[src/rtl/bpt_pkg.sv]
package bpt_pkg;
    localparam int XLEN = 64;

    localparam logic [1:0] REG_SELECT  = 2'd0;
    localparam logic [1:0] REG_CONTROL = 2'd1;
    localparam logic [1:0] REG_ADDRESS = 2'd2;

    localparam int BIT_LOAD  = 0;
    localparam int BIT_STORE = 1;
    localparam int BIT_EXEC  = 2;
    localparam int BIT_MACH  = 6;

    localparam logic [3:0] KIND_ADDR_MATCH = 4'd1;
    localparam logic [3:0] CAUSE_BREAK     = 4'd3;

    typedef struct packed {
        logic            mach;
        logic            exec;
        logic            store;
        logic            load;
        logic [XLEN-1:0] addr;
    } trig_cfg_t;

    function automatic logic [XLEN-1:0] control_image(input trig_cfg_t c);
        logic [XLEN-1:0] w;
        w = '0;
        w[XLEN-1 -: 4] = KIND_ADDR_MATCH;
        w[BIT_MACH]    = c.mach;
        w[BIT_EXEC]    = c.exec;
        w[BIT_STORE]   = c.store;
        w[BIT_LOAD]    = c.load;
        return w;
    endfunction
endpackage

[src/rtl/bpt_regs.sv]
module bpt_regs
    import bpt_pkg::*;
#(
    parameter int NUM_TRIG = 2,
    localparam int IDX_W = (NUM_TRIG > 1) ? $clog2(NUM_TRIG) : 1
) (
    input  logic                          clk,
    input  logic                          rst,
    input  logic                          we,
    input  logic [1:0]                    sel,
    input  logic [XLEN-1:0]               wdata,
    output logic [XLEN-1:0]               rdata,
    output trig_cfg_t [NUM_TRIG-1:0]      cfg
);
    logic [XLEN-1:0] select_q;
    logic [IDX_W-1:0] cur;
    logic             sel_ok;

    assign cur    = select_q[IDX_W-1:0];
    assign sel_ok = wdata[XLEN-1] &&
                    (wdata[XLEN-2:0] < (XLEN-1)'(NUM_TRIG));

    always_ff @(posedge clk) begin
        if (rst)
            select_q <= {1'b1, {(XLEN-1){1'b0}}};
        else if (we && sel == REG_SELECT && sel_ok)
            select_q <= wdata;
    end

    for (genvar i = 0; i < NUM_TRIG; i++) begin : g_trig
        always_ff @(posedge clk) begin
            if (rst) begin
                cfg[i] <= '0;
            end else if (we && cur == IDX_W'(i)) begin
                if (sel == REG_CONTROL) begin
                    cfg[i].mach  <= wdata[BIT_MACH];
                    cfg[i].exec  <= wdata[BIT_EXEC];
                    cfg[i].store <= wdata[BIT_STORE];
                    cfg[i].load  <= wdata[BIT_LOAD];
                end else if (sel == REG_ADDRESS) begin
                    cfg[i].addr <= wdata;
                end
            end
        end
    end

    always_comb begin
        case (sel)
            REG_SELECT:  rdata = select_q;
            REG_CONTROL: rdata = control_image(cfg[cur]);
            REG_ADDRESS: rdata = cfg[cur].addr;
            default:     rdata = '0;
        endcase
    end

    assert_select_keep_R2: assert property (@(posedge clk) disable iff (rst)
        (we && sel == REG_SELECT && !sel_ok) |=> $stable(select_q));
    assert_select_take_R1: assert property (@(posedge clk) disable iff (rst)
        (we && sel == REG_SELECT && sel_ok) |=> select_q == $past(wdata));
    assert_reset_clear_R5: assert property (@(posedge clk) disable iff (rst)
        $past(rst) |-> (cfg == '0));
endmodule

[src/rtl/bpt_match.sv]
module bpt_match
    import bpt_pkg::*;
#(
    parameter int NUM_TRIG = 2
) (
    input  trig_cfg_t [NUM_TRIG-1:0] cfg,
    input  logic                     fetch_valid,
    input  logic [XLEN-1:0]          fetch_addr,
    input  logic                     load_valid,
    input  logic [XLEN-1:0]          load_addr,
    input  logic                     store_valid,
    input  logic [XLEN-1:0]          store_addr,
    output logic [NUM_TRIG-1:0]      fetch_hit,
    output logic [NUM_TRIG-1:0]      load_hit,
    output logic [NUM_TRIG-1:0]      store_hit
);
    for (genvar i = 0; i < NUM_TRIG; i++) begin : g_cmp
        assign fetch_hit[i] = fetch_valid && cfg[i].mach && cfg[i].exec
                              && (fetch_addr == cfg[i].addr);
        assign load_hit[i]  = load_valid && cfg[i].mach && cfg[i].load
                              && (load_addr == cfg[i].addr);
        assign store_hit[i] = store_valid && cfg[i].mach && cfg[i].store
                              && (store_addr == cfg[i].addr);
    end
endmodule

[src/rtl/bpt_prio.sv]
module bpt_prio #(
    parameter int NUM_TRIG = 2,
    localparam int IDX_W = (NUM_TRIG > 1) ? $clog2(NUM_TRIG) : 1
) (
    input  logic [NUM_TRIG-1:0] hits,
    output logic                found,
    output logic [IDX_W-1:0]    idx
);
    always_comb begin
        found = 1'b0;
        idx   = '0;
        for (int i = NUM_TRIG - 1; i >= 0; i--) begin
            if (hits[i]) begin
                found = 1'b1;
                idx   = IDX_W'(i);
            end
        end
    end
endmodule

[src/rtl/bpt_unit.sv]
module bpt_unit
    import bpt_pkg::*;
#(
    parameter int NUM_TRIG = 2,
    localparam int IDX_W = (NUM_TRIG > 1) ? $clog2(NUM_TRIG) : 1
) (
    input  logic             clk,
    input  logic             rst,
    input  logic             csr_we,
    input  logic [1:0]       csr_sel,
    input  logic [XLEN-1:0]  csr_wdata,
    output logic [XLEN-1:0]  csr_rdata,
    input  logic             fetch_valid,
    input  logic [XLEN-1:0]  fetch_addr,
    input  logic             load_valid,
    input  logic [XLEN-1:0]  load_addr,
    input  logic             store_valid,
    input  logic [XLEN-1:0]  store_addr,
    output logic             bp_req,
    output logic [3:0]       bp_cause,
    output logic [IDX_W-1:0] bp_index,
    output logic             store_commit
);
    trig_cfg_t [NUM_TRIG-1:0] cfg;
    logic [NUM_TRIG-1:0]      f_hit, l_hit, s_hit;

    bpt_regs #(.NUM_TRIG(NUM_TRIG)) u_regs (
        .clk(clk), .rst(rst), .we(csr_we), .sel(csr_sel),
        .wdata(csr_wdata), .rdata(csr_rdata), .cfg(cfg)
    );

    bpt_match #(.NUM_TRIG(NUM_TRIG)) u_match (
        .cfg(cfg),
        .fetch_valid(fetch_valid), .fetch_addr(fetch_addr),
        .load_valid(load_valid),   .load_addr(load_addr),
        .store_valid(store_valid), .store_addr(store_addr),
        .fetch_hit(f_hit), .load_hit(l_hit), .store_hit(s_hit)
    );

    bpt_prio #(.NUM_TRIG(NUM_TRIG)) u_prio (
        .hits(f_hit | l_hit | s_hit), .found(bp_req), .idx(bp_index)
    );

    assign bp_cause     = bp_req ? CAUSE_BREAK : 4'd0;
    assign store_commit = store_valid && !(|s_hit);

    assert_store_cancel_R8: assert property (@(posedge clk) disable iff (rst)
        (|s_hit) |-> (!store_commit && bp_req));
    assert_cause_code_R9: assert property (@(posedge clk) disable iff (rst)
        bp_req |-> bp_cause == CAUSE_BREAK);
    assert_lowest_index_R9: assert property (@(posedge clk) disable iff (rst)
        bp_req |-> (((f_hit | l_hit | s_hit) >> bp_index) & 1) == 1
                   && (((f_hit | l_hit | s_hit) & ((NUM_TRIG'(1) << bp_index) - 1)) == 0));
    assert_req_has_hit_R12: assert property (@(posedge clk) disable iff (rst)
        bp_req |-> (|(f_hit | l_hit | s_hit)));
endmodule

[config.mk]
export PLATFORM = sky130hd
export DESIGN_NAME = bpt_unit
export DESIGN_NICKNAME = d
export VERILOG_FILES = /design/src/rtl/bpt_pkg.sv /design/src/rtl/bpt_regs.sv /design/src/rtl/bpt_match.sv /design/src/rtl/bpt_prio.sv /design/src/rtl/bpt_unit.sv
export SDC_FILE = /design/constraint.sdc
export NUM_CORES = 1
export LEC_CHECK = 0
export ABC_AREA = 1
export BUFFER_PORTS_ARGS = -buffer_cell sky130_fd_sc_hd__buf_2
export CORE_MARGIN = 2
export CORE_UTILIZATION = 38
export CTS_BUF_LIST = sky130_fd_sc_hd__clkbuf_16
export DETAILED_ROUTE_END_ITERATION = 10
export PLACE_DENSITY = 0.65
export SLEW_MARGIN = 15
export SYNTH_ARGS = -nofsm -noshare
export SYNTH_HDL_FRONTEND = slang
export SYNTH_SLANG_ARGS = --single-unit
[constraint.sdc]
create_clock -name clk -period 1.81 [get_ports clk]
set_input_delay 0.362 -clock clk [delete_from_list [all_inputs] [get_ports clk]]
set_output_delay 0.362 -clock clk [all_outputs]
set_load 0.02 [all_outputs]
# == Word level (Yosys, flattened, before mapping) ==
# Cells that the tools add are included.
# op_classes
n_lt_le_gt_ge,2
n_eq_ne,8
muxes,7
bitwise,4
reduce_logical,31
# ops
op,count
$eq 64x64->1,6
$pmux 64 s3,1
$mux 68,2
$lt 63x2->1 const B,1
$logic_and 1x1->1,24
$reduce_and 3->1,2
$or 2x2->2,2
$reduce_and 2->1,2
$mux 1,3
$eq 2x1->1 const B,1
$eq 2x2->1 const B,1
$logic_not 2->1,1
$lt 1x2->1 const B,1
$mux 2,1
$not 1->1,2
$reduce_or 2->1,1
$logic_not 1->1,1
# totals
reg_bits,200
inputBits,264

# == Logic depth before layout (Yosys ltp) ==
# depth
depth_word,8
depth_mapped,14

# == By module ==
# A second synthesis with hierarchy kept.
# hier_totals
hier_cells,2270
area_unflattened_um2,13898.3
# modules_own_cells
mod,n_inst,cells_per_inst,area_per_inst_um2,seq_area_each_um2
bpt_regs,1,1161,8326.7,4003.8
bpt_match,1,1092,5485.3,0.0
bpt_unit,1,13,68.8,0.0
bpt_prio,1,4,17.5,0.0

# == Least setup slack after synthesis ==
# No wires, ideal clock.
# synth_path
path_type,flip-flop to output port
start,register u_regs.select_q[0]
end,output csr_rdata[17]
t_arrival_ns,1.524
t_required_ns,1.448
slack_ns,-0.076
path_stages_with_launch,7
cell_sequence,dfxtp_1 > buf_2 > inv_1 > buf_2 > buf_1 > nor2_1 > o21ai_0
# synth_via
elab_chain_cells,3
# synth_rtl
element,line_no,rtl
start: declaration,bpt_regs.sv:15,logic [XLEN-1:0] select_q;
start signal: assignment,bpt_regs.sv:25,"select_q <= {1'b1, {(XLEN-1){1'b0}}};"
start signal: assignment,bpt_regs.sv:27,select_q <= wdata;
$mux 68 (2 in a row),n/a,
$pmux 64 s3,bpt_regs.sv:48,case (sel)
end: declaration,bpt_unit.sv:12,"output logic [XLEN-1:0] csr_rdata,"
# Every way passes these cells. The select of a mux whose other input is x is not followed.

# == Worst setup path in the final report ==
# layout_path
start,"register, netlist name u_regs.cfg[21]"
end,output bp_req
# layout_via
elab_chain_cells,5
word_cells_on_any_way,9
classes_between,eq/ne (3); mux (1); bitwise (2); reduce/logical (3)
# layout_rtl
element,line_no,rtl
$eq 64x64->1 (on tied branches),"bpt_match.sv:19, bpt_match.sv:21",
$logic_and 1x1->1 (on tied branches),"bpt_match.sv:19, bpt_match.sv:21",
$or 2x2->2,bpt_unit.sv:41,".hits(f_hit | l_hit | s_hit), .found(bp_req), .idx(bp_index)"
$or 2x2->2 (*),bpt_unit.sv:41,
$mux 1 (*),bpt_prio.sv:13,if (hits[i]) begin
end: declaration,bpt_unit.sv:19,"output logic bp_req,"
# Every way passes the cells marked *; elsewhere a longest branch is shown, timed or not.

==> flow_summary.toml <==
[status]
status = "finished, violations left"
violations = "negative setup slack"

[placement]
io_buffers = 332
globalplace.congestion = 1.03
dp_hpwl_mm = 63.3

[route]
num_vias = 18500
drt_iter0_drc = 1777
detailedRoute.firstPassIterationCount = 5
wirelength_mm = 80.3
wl_per_cell_um = 22.7
drc = 0
routed_via_density = 5.23
ant_nets = 0

[worst_setup_path]
cpPeakStageDelay_ns = 0.34
critPathBufInv = 4
worstSetupPathType = "reg -> out"
critPathMostFrequentCell = "nand2_1"
setup.worst_path.end_class = "primary output"
cpMaxStageDelayCell = "dfxtp_2"
cp.required_ns = 1.45
path_delay_family = "simple AND/OR/NAND/NOR gates"
crit_path_max_fanout = 4
path_cells = "buf_4, nand2_1, nand2_1, a21oi_1, nand2_1, nor2_2, buf_4, nand2_1, nor2_1, nand3_1, inv_1, nor2_1, nand2_2, buf_6"
crit_arrival_ns = 2.36
critPathLaunch = "u_regs.cfg[21]$_SDFFE_PP0P_"
r2r_cells = 8
regToRegStartpoint = "u_regs.select_q[0]$_SDFFE_PP0P_"
worst_setup_path_start_kind = "flop"
cp_num_cells = 14

[global_routing]
met3_usage_pct = 5.94
use_met1_pct = 52.9
track_usage_pct = 40.3
antenna_found_initial = 2
grt_pass1_vias = 17600
grt_pass1_wl_mm = 113
grt_overflow = 0
met2_usage_pct = 65.3
grt_max_degree = 83
busiest_layer = "met2"

[power]
power.share.sequential_pct = 39.3
leakagePower_nw = 11.0
internal_power_mw = 7.71
powerDensity_nw_per_um2 = 522
total_power_mw = 11.6
pwr-share-comb_pct = 23.9
switching_power_mw = 3.92
pwr-share-clk_pct = 36.7
vdd_drop_max_uv = 611
switching_share_pct = 33.7

[sta]
setup_ws_ns = -0.912
finClkSkew_ns = 0.0204
fin_crit_ns = 2.72
finalSetupViolCount = 69
worst_hold_slack_ns = 0.154
hold_violations = 0
rsz0062_at_grt = "yes"
tightestPinTransition_ns = 0.504
slew_violations = 0
slew_headroom_pct = 66.1
max_freq_mhz = 367
post-route-period-util_pct = 150

[min_path]
min_path_cells = 3
worstHoldStart = "csr_wdata[60]"
hp-class = "in -> reg"

[floorplanning]
die_y_um = 197
coreArea_um2 = 36700
fp.dieW_um = 197
rows = 70
start_util_pct = 38.7
top_level_ports = 335
fp.dieArea_um2 = 38900

[cts]
cts_made_buffers = 17
cts_tree = "built"
cts_hold_buf = 0
clock_latency_ns = 0.48
cts_root_buf = "clkbuf_16"
clockBufferDepth = 2
clkTransAtPathRegs_ns = 0.08
cts_sinks = 200
h-tree-depth = 4

[synth]
yosys_register_bits = 200
synthArstFlopShare_pct = 0
synth_cell_type_count = 33
synth_area_leader_cell = "dfxtp_1"
synthTopCellsByArea = "dfxtp_1, nand2_1, o21ai_0, nor2_1, xor2_1"
synthFlopType = "dfxtp_1"
synth_top_cells_by_count = "nand2_1, nor2_1, o21ai_0, inv_1, dfxtp_1"
synthCells = 2338
syn_area_um2 = 14200
synth_enable_flop_cells = 0
syn-mean-instance-area_um2 = 6.07
ys_warn_count = 0
seq_area_frac_synth_pct = 28.2
post-synth-top-area-fraction_pct = 28.2
synth.most_common_cell = "nand2_1"

[finish]
fin_nets = 3327
final_core_util_pct = 60.7
syn_to_final_growth_pct = 56.9
drive_gt1_share_pct = 39.0

[flow_run]
max_cap_viol_count = 0
==> path summary, 6_finish.rpt <==
kind,endpoint,slack [ns]
hold / removal,u_regs.cfg[128]$_SDFFE_PP0P_,0.15
setup reg to reg,u_regs.cfg[88]$_SDFFE_PP0P_,0.04
setup / recovery,bp_req,-0.91
hold reg to reg,u_regs.select_q[18]$_SDFFE_PP0P_,0.45
==> registers in the layout, summed over array words and instances, names as in the netlist <==
name and flops:
u_regs.cfg 136, u_regs.select_q 64
==> tightest hold or removal path: cells and delay by family <==
| kind | cells | cell delay, ns |
|---|---|---|
| simple gates | 2 | 0.13 |
| buf+inv | 1 | 0.10 |
==> metal layers <==
| layer | wire length, µm | share of wire, % |
|---|---|---|
| met1 | 32800 | 41 |
| met2 | 36400 | 45 |
| met3 | 6890 | 8.6 |
| met4 | 4250 | 5.3 |
| met5 | 14 | 0.017 |
==> metrics by stage <==
stage	TNS [ns]	cells	instance area [µm²]	setup WS, ns
2_1_floorplan	0	2339	14200	0.0384
3_3_place_gp	-29.45	3476	19500	-0.787
3_5_place_dp	-32.08	3476	19500	-0.710
4_1_cts	-21.05	3542	21800	-0.973
5_1_grt	-26.75	3544	22300	-0.978
6_report	-23.80	3546	22300	-0.912
==> kinds of logic after synthesis <==
| logic type | share of synthesized area [%] |
|---|---|
| xor gates and xnor gates | 11.4 |
| buffers and inverters | 11.3 |
| DFF | 28.2 |
| and+or+nand+nor | 33.4 |
| AOI/OAI and AO/OA | 15.7 |
| other | 0.0264 |
==> power groups by stage <==
stage | Combinational [mW] | Clock, mW | Sequential, mW
after global placement | 2.57 | 0 | 4.68
after CTS | 2.69 | 4.29 | 4.57
after global routing | 2.95 | 4.43 | 4.58
final | 2.78 | 4.27 | 4.58
after floorplan | 1.01 | 0 | 4.66
after detailed placement | 2.58 | 0 | 4.68
==> area by class of cell <==
cell class | instances | area, µm²
diodes | 2 | 5.00
clock buffers | 17 | 425
clock inverters | 15 | 188
fillers | 3473 | 14400
inverters | 308 | 1180
multi-input cells | 1743 | 9620
flip-flops and latches | 200 | 4070
well taps | 468 | 586
repair buffers | 793 | 6200
==> placed cells by master (no fill, tap or decap), types with 67 or more instances in the layout <==
master,netlist,routed
buf_4,4,405
o21ai_0,266,161
xor2_1,113,110
buf_2,19,263
xnor2_1,71,70
dfxtp_1,200,156
o21ai_2,0,78
buf_6,0,78
inv_2,65,67
inv_1,241,236
nor2_1,330,247
nand2_1,649,637
a21oi_1,134,129
==> what timing repair did <==
item,in CTS,in global routing
cloned,9,2
resized for setup,446,166
pin swaps,111,59
setup endpoints to repair,69,129
buffers inserted,31,7
Power figures use the tool's default switching activity.
